$ cat config.mk
export PLATFORM = sky130hd
export DESIGN_NAME = sysctl_regfile
export DESIGN_NICKNAME = d
export VERILOG_FILES = /design/src/rtl/sysctl_regfile.sv
export SDC_FILE = /design/constraint.sdc
export NUM_CORES = 1
export LEC_CHECK = 0
export ABC_CLOCK_PERIOD_IN_PS = 5100
export BUFFER_PORTS_ARGS = -buffer_cell sky130_fd_sc_hd__buf_2
export CORE_MARGIN = 4
export CORE_UTILIZATION = 50
export DETAILED_ROUTE_END_ITERATION = 10
export HOLD_SLACK_MARGIN = 0.1
export MAX_ROUTING_LAYER = met4
export PLACE_DENSITY = 0.78
export RECOVER_POWER = 100
export SYNTH_ARGS = -nofsm -noshare
export SYNTH_HDL_FRONTEND = slang
export SYNTH_SLANG_ARGS = --single-unit
$ cat constraint.sdc
create_clock -name clk -period 5.1 [get_ports clk]
set_input_delay 0.255 -clock clk [delete_from_list [all_inputs] [get_ports clk]]
set_output_delay 0.255 -clock clk [all_outputs]
set_load 0.02 [all_outputs]
$ cat src/rtl/sysctl_regfile.sv
module sysctl_regfile #(
  parameter int          AW       = 12,
  parameter int          DW       = 32,
  parameter int          LED_W    = 8,
  parameter logic [31:0] CFG4_VAL = 32'h0000_0003,
  parameter logic [31:0] AID_VAL  = 32'h0220_0000,
  parameter logic [31:0] ID_VAL   = 32'h4105_5241
) (
  input  logic          clk,
  input  logic          rst_n,
  input  logic          req_valid,
  input  logic          req_write,
  input  logic [AW-1:0] req_addr,
  input  logic [DW-1:0] req_wdata,
  input  logic [7:0]    dll_lock_i,
  output logic          rsp_valid,
  output logic [DW-1:0] rsp_rdata,
  output logic          rsp_err,
  output logic [LED_W-1:0] led_o
);
  localparam int          WA_W  = AW - 2;
  localparam logic [11:0] PART  = ID_VAL[15:4];
  localparam bit          HAS_X = (PART == 12'h524) || (PART == 12'h547);
  localparam bit          HAS_D = (PART == 12'h524);

  localparam logic [WA_W-1:0] W_GEN0 = WA_W'(12'h000 >> 2);
  localparam logic [WA_W-1:0] W_LED  = WA_W'(12'h004 >> 2);
  localparam logic [WA_W-1:0] W_OPTA = WA_W'(12'h008 >> 2);
  localparam logic [WA_W-1:0] W_SW   = WA_W'(12'h00C >> 2);
  localparam logic [WA_W-1:0] W_FIX  = WA_W'(12'h010 >> 2);
  localparam logic [WA_W-1:0] W_OPTB = WA_W'(12'h014 >> 2);
  localparam logic [WA_W-1:0] W_OPTC = WA_W'(12'h018 >> 2);
  localparam logic [WA_W-1:0] W_DLL  = WA_W'(12'h100 >> 2);
  localparam logic [WA_W-1:0] W_AID  = WA_W'(12'hFF8 >> 2);
  localparam logic [WA_W-1:0] W_ID   = WA_W'(12'hFFC >> 2);

  logic [DW-1:0] gen0_q, led_q, opta_q, optb_q, optc_q;
  logic [7:0]    mask_q;
  logic [WA_W-1:0] wa;
  logic          rd_hit, wr_hit, dll_sum;
  logic [DW-1:0] rd_mux;

  assign wa      = req_addr[AW-1:2];
  assign dll_sum = &(dll_lock_i | ~mask_q);
  assign led_o   = led_q[LED_W-1:0];

  always_comb begin
    rd_hit = 1'b1;
    wr_hit = 1'b0;
    rd_mux = '0;
    case (wa)
      W_GEN0: begin rd_mux = gen0_q; wr_hit = 1'b1; end
      W_LED:  begin rd_mux = led_q;  wr_hit = 1'b1; end
      W_OPTA: begin rd_mux = opta_q; rd_hit = HAS_X; wr_hit = HAS_X; end
      W_SW:   rd_mux = '0;
      W_FIX:  rd_mux = CFG4_VAL;
      W_OPTB: begin rd_mux = optb_q; rd_hit = HAS_X; wr_hit = HAS_X; end
      W_OPTC: begin rd_mux = optc_q; rd_hit = HAS_D; wr_hit = HAS_D; end
      W_DLL:  begin rd_mux = {mask_q, dll_lock_i, 15'd0, dll_sum}; wr_hit = 1'b1; end
      W_AID:  rd_mux = AID_VAL;
      W_ID:   rd_mux = ID_VAL;
      default: rd_hit = 1'b0;
    endcase
    if (!rd_hit) rd_mux = '0;
  end

  always_ff @(posedge clk) begin
    if (!rst_n) begin
      gen0_q <= '0;
      led_q  <= '0;
      opta_q <= '0;
      optb_q <= '0;
      optc_q <= '0;
      mask_q <= 8'hFF;
    end else if (req_valid && req_write && wr_hit) begin
      case (wa)
        W_GEN0: gen0_q <= req_wdata;
        W_LED:  led_q  <= req_wdata;
        W_OPTA: opta_q <= req_wdata;
        W_OPTB: optb_q <= req_wdata;
        W_OPTC: optc_q <= req_wdata;
        W_DLL:  mask_q <= req_wdata[31:24];
        default: ;
      endcase
    end
  end

  always_ff @(posedge clk) begin
    if (!rst_n) begin
      rsp_valid <= 1'b0;
      rsp_err   <= 1'b0;
      rsp_rdata <= '0;
    end else begin
      rsp_valid <= req_valid;
      rsp_err   <= req_valid && (req_write ? !wr_hit : !rd_hit);
      rsp_rdata <= (req_valid && !req_write) ? rd_mux : '0;
    end
  end
endmodule

### Yosys cells after proc, flatten, opt, wreduce, memory -nomap -nowiden

Cells that the tools add are included.

| word-level totals | value |
|---|---|
| input port bits | 56 |
| flip-flop bits (word level) | 202 |
| logic and storage cells | 42 |

| cells by class | value |
|---|---|
| muxes and demuxes | 4 |
| equality and inequality tests | 9 |
| reductions and logical operators | 18 |
| bitwise logic cells | 2 |

Operator list:

| operator | number |
|---|---|
| $pmux W32 S9 | 1 |
| $eq A10 B3 Y1 const B | 3 |
| $eq A10 B10 Y1 const B | 2 |
| $eq A10 B2 Y1 const B | 2 |
| $reduce_and A2 Y1 | 6 |
| $eq A10 B1 Y1 const B | 1 |
| $eq A10 B7 Y1 const B | 1 |
| $logic_not A10 Y1 | 1 |
| $reduce_or A10 Y1 | 1 |
| $not A8 Y8 | 1 |
| $or A8 B8 Y8 | 1 |
| $reduce_and A8 Y1 | 1 |
| $reduce_or A6 Y1 | 1 |
| $logic_and A1 B1 Y1 | 4 |
| $logic_not A1 Y1 | 3 |
| $mux W1 | 3 |
| $reduce_and A3 Y1 | 1 |

### Logic depth before layout (Yosys ltp)

| depth | value |
|---|---|
| depth after elaboration | 6 |
| depth in mapped cells | 9 |
| depth with buffers taken out | 5 |

### Worst setup path before layout

No wires, ideal clock.

| timing path | value |
|---|---|
| path kind | input to register |
| start | input req_addr[4] |
| end | register opta_q[10] |
| stages on the path | 8 |
| data arrival time | 1820 ps |
| slack | 3164 ps |
| data required time | 4984 ps |
| library setup time | 116 ps |
| cells stage by stage | buf_2 > mux2_2 > o22a_1 > or4_1 > clkbuf_1 > clkbuf_1 > nand2_1 > a21boi_1 |

| on the way | value |
|---|---|
| longest elaborated chain between the ends | 5 |
| elaborated cells on any way between the ends | 10 |

RTL lines:

| element | line | text |
|---|---|---|
| start, declared | 13 | `input logic [AW-1:0] req_addr,` |
| $eq A10 B7 Y1 (tied with other cells) | 51 | `case (wa)` |
| $reduce_or A6 Y1 (no line) | -- |  |
| $mux W1 | 51 |  |
| $logic_and A1 B1 Y1 | 75 | `end else if (req_valid && req_write && wr_hit) begin` |
| $reduce_and A2 Y1 (no line) * | -- |  |
| end signal, assigned | 79 | `W_OPTA: opta_q <= req_wdata;` |
| end, declared | 37 | `logic [DW-1:0] gen0_q, led_q, opta_q, optb_q, optc_q;` |

Every way passes the cells marked *; elsewhere a longest branch is shown, timed or not.
A chain may end at the register's enable or synchronous reset.

### Worst setup path in the final report

| timing path | value |
|---|---|
| start | input req_addr[4] |
| end | register optb_q[30] |

| on the way | value |
|---|---|
| longest elaborated chain between the ends | 5 |
| elaborated cells on any way between the ends | 10 |

RTL lines:

| element | line | text |
|---|---|---|
| $eq A10 B7 Y1 (tied with other cells) | 51 |  |
| $reduce_or A6 Y1 (no line) | -- |  |
| $mux W1 | 51 |  |
| $logic_and A1 B1 Y1 | 75 |  |
| $reduce_and A2 Y1 (no line) * | -- |  |
| end signal, assigned | 80 | `W_OPTB: optb_q <= req_wdata;` |
| end, declared | 37 |  |

Marks and branches as above.

==> impl_results.md <==
* Status: finished with violations
* Failing checks: max-capacitance violations, max-slew violations
* Cell Area, Placed at 9077 µm²
* Clock Tree Root: clkbuf_16
* GRT Overall Usage at 0.2640
* Core outline area at 16,700 µm²
* CTS Buffer Depth at 3
* Synth cell types at between 40 and 50
* Port buffer count at 95
* Synth async-reset ratio at 0
* Post-Route WL at 25,530 µm
* Vias/cell at 5.834
* Synth Warn # at 0
* Synth Instances at 1,027
* Slowest stage delay, CP at between 1.5 and 2 ns
* Crit start category: input pin
* Final Power at 3.348 mW
* Fin. max-slew vios at 96
* DRT antenna net count at 0
* Worst hold margin at 0.1444 ns
* Setup-failing EPs final at 0
* Die footprint at 19,330 µm²
* Placed instance count at 1,272
* H-tree Lvls at 1
* Starting Density at 0.5141
* Die width at 139.0 µm
* Leak at 3.320 nW
* Synth Register Bits at a little over 200
* Crit path from: req_addr[4]
* Flop2flop setup slack at 3.72 ns
* Gr ovfl total at 0
* Prevailing post-synth register cell: dfxtp_1
* F_max at 0.2493 GHz
* Cell Chain, Critical Path: clkbuf_1, or4b_1, nor3_2, buf_4, nand2_1, a21boi_1
* Minimum clock period at 4.012 ns
* Worst r2r src: optc_q[24]$_SDFFE_PN0P_
* Sink Count at about 200
* Relative slew slack at -0.5156
* DR DRC count at 0
* Worst-Margin Slew at between 2 and 2.5 ns
* Setup Crit Path Kind: in -> reg
* Drt wl/cell at 18.98 µm
* Critical path required time at 5.51 ns
* Initial antenna violation count at 0
* Final hold violation count at 0
* Setup bufs post-CTS at 0
* Post-layout util at 0.6041
* Reg2reg end: rsp_rdata[24]$_SDFF_PN0_
* Crit-path max FO at 29
* Worst vdd ir at 0.1910 mV
* R2R depth at 4
* GPL Wtd Cong at approximately 0.86
* Layout Nets at 1,167
* Clock skew at 0.008313 ns
* Avg Cell Area, Syn at 8.360 µm²
* Final setup TNS at 0 ns
* Crit path capture: optb_q[30]$_SDFFE_PN0P_
* Largest net degree at the start of global routing at 97
* Num CTS Buffers at 21
* Slack of the critical path at roughly 1.1 ns
* Worst skew pair latency at 0.49 ns
* TritonCTS clock tree: yes
* Pre-antenna DRT Iters at 6
* Max stage delay cell, worst path: clkbuf_1
* Share of layout cells above drive strength 1 at 0.09511
* Starting DRT DRC Count at 776
* Power Density at between 300 and 400 nW/µm²
* Diode count at 0
* Fin area at 10,090 µm²
* Endpoint type of the worst setup path: flip-flop
* Vias at 7,847
* Area Overhead vs Synth at 17.52%
* # rows at 47
* Period Utilization, post-route at 0.7867
* Crit path buf inv count at 2
* Global-route wire length before repair at 40,780 µm
* CP delay by family, top: buffers and inverters
* Hold WC Path Type: in -> reg
* Unrepaired setup endpoints after global routing: false
* Fin cells at 1,345
* WP depth at 6
* Number of flops mapped to enable cells by yosys at 0
* DIE HEIGHT at roughly 140 µm
* DP HPWL at approximately 15,000 µm
* Vias in the first global route at 7,732
* IO Pins at 98
* Mapped Area at 8586 µm²
* WP data arrival at 4.43 ns
* Clock slew at reported path FFs at roughly 0.060 ns
* Post-Syn Nets at ~1,100
* Seq/Total Area, Yosys at 0.4710
* Place WS at 1.726 ns
* Max-cap viol count at 4
==> routing by layer <==
layer	vias to the layer above	GRT usage	wire length [µm]
met5	-	-	0
met4	0	0.08908	726
met3	62	0.05586	2492
met2	384	0.4229	11890
met1	3734	0.3337	10420
li1	3667	-	-
==> power breakdown <==
| part | switching (mW) | internal (mW) | leakage [nW] |
|---|---|---|---|
| Clock | 0.612 | 1.01 | 0.367 |
| Combinational | 0.0837 | 0.0646 | 1.33 |
| Sequential | 0.000275 | 1.58 | 1.63 |
| Total | 0.696 | 2.65 | 3.32 |
==> sequential cells by signal (all words and copies together) (netlist names) <==
name,cells
optc_q,32
rsp_rdata,32
mask_q,8
rsp_valid,1
led_q,32
optb_q,32
rsp_err,1
gen0_q,32
opta_q,32
==> how the worst min path moves through the flow <==
stage                                  startpoint                  endpoint  slack [ns]  cells past startpoint
after floorplan                         req_valid      rsp_valid$_SDFF_PN0_        0.38                      2
after global placement    gen0_q[18]$_SDFFE_PN0P_   gen0_q[18]$_SDFFE_PN0P_        0.44                      2
after detailed placement  optc_q[23]$_SDFFE_PN0P_   optc_q[23]$_SDFFE_PN0P_        0.44                      2
after CTS                           dll_lock_i[3]  rsp_rdata[19]$_SDFF_PN0_        0.13                      3
after global routing                dll_lock_i[0]  rsp_rdata[16]$_SDFF_PN0_        0.14                      3
final                               dll_lock_i[3]  rsp_rdata[19]$_SDFF_PN0_        0.14                      3
==> placed cells by master, fill, tap and decap left out, drive strengths merged, types with 3 or more instances in the layout <==
| master | count |
|---|---|
| nand2 | 342 |
| bufinv | 3 |
| clkinv | 3 |
| dfxtp | 202 |
| o211ai | 8 |
| a22oi | 24 |
| o2bb2ai | 4 |
| nor4 | 4 |
| nor2 | 35 |
| nand3 | 5 |
| and4 | 4 |
| and2 | 5 |
| clkbuf | 78 |
| a21boi | 160 |
| inv | 10 |
| mux2i | 30 |
| nor3 | 16 |
| a221oi | 20 |
| nand4 | 4 |
| buf | 62 |
| a2111oi | 5 |
| o22ai | 15 |
| or3 | 3 |
| dlygate4sd3 | 36 |
| a31oi | 5 |
| a21oi | 25 |
| or4 | 3 |
==> final cells by class <==
cell class              count  area (µm²)
clock buffers              31       633.1
repair buffers            145       878.3
multi-input cells         731        4113
inverters                  10       37.54
fillers                  1464        6611
well taps                 220       275.3
flip-flops and latches    202        4044
clock inverters             6       108.9
==> Yosys cell counts (all sizes together) (5+ instances only) <==
cell / number / area [µm²]
buf: 38 / 232.7
dfxtp: 202 / 4044
a221oi: 20 / 175.2
o211ai: 8 / 60.06
clkbuf: 46 / 172.7
nor3: 16 / 105.1
mux2i: 30 / 300.3
and2: 5 / 31.28
a22oi: 24 / 180.2
a21oi: 25 / 125.1
a2111oi: 5 / 43.79
a21boi: 160 / 1201
inv: 10 / 37.54
nand3: 5 / 25.02
nor2: 35 / 133.9
a31oi: 5 / 31.28
o22ai: 15 / 93.84
nand2: 342 / 1284
==> tightest hold or removal path, delay by kind of cell <==
kind / cells / cell delay (ns)
buffers and inverters: 1 / 0.13
and+or+nand+nor: 1 / 0.12
AOI/OAI and AO/OA: 1 / 0.09
==> logic make-up (layout without fill, tap and decap cells) <==
group                  count (synthesis)  after routing  synth area share
and+or+nand+nor                      427            427            0.2080
AOI/OAI and AO/OA                    273            273            0.2332
DFF                                  202            202            0.4710
buffers and inverters                 94            192           0.05159
muxes                                 31             31           0.03629
==> what timing repair did <==
action	CTS	global route
hold buffers	36	0
hold endpoints to repair	164	0
resized for setup	0	0
Power figures use the tool's default switching activity.
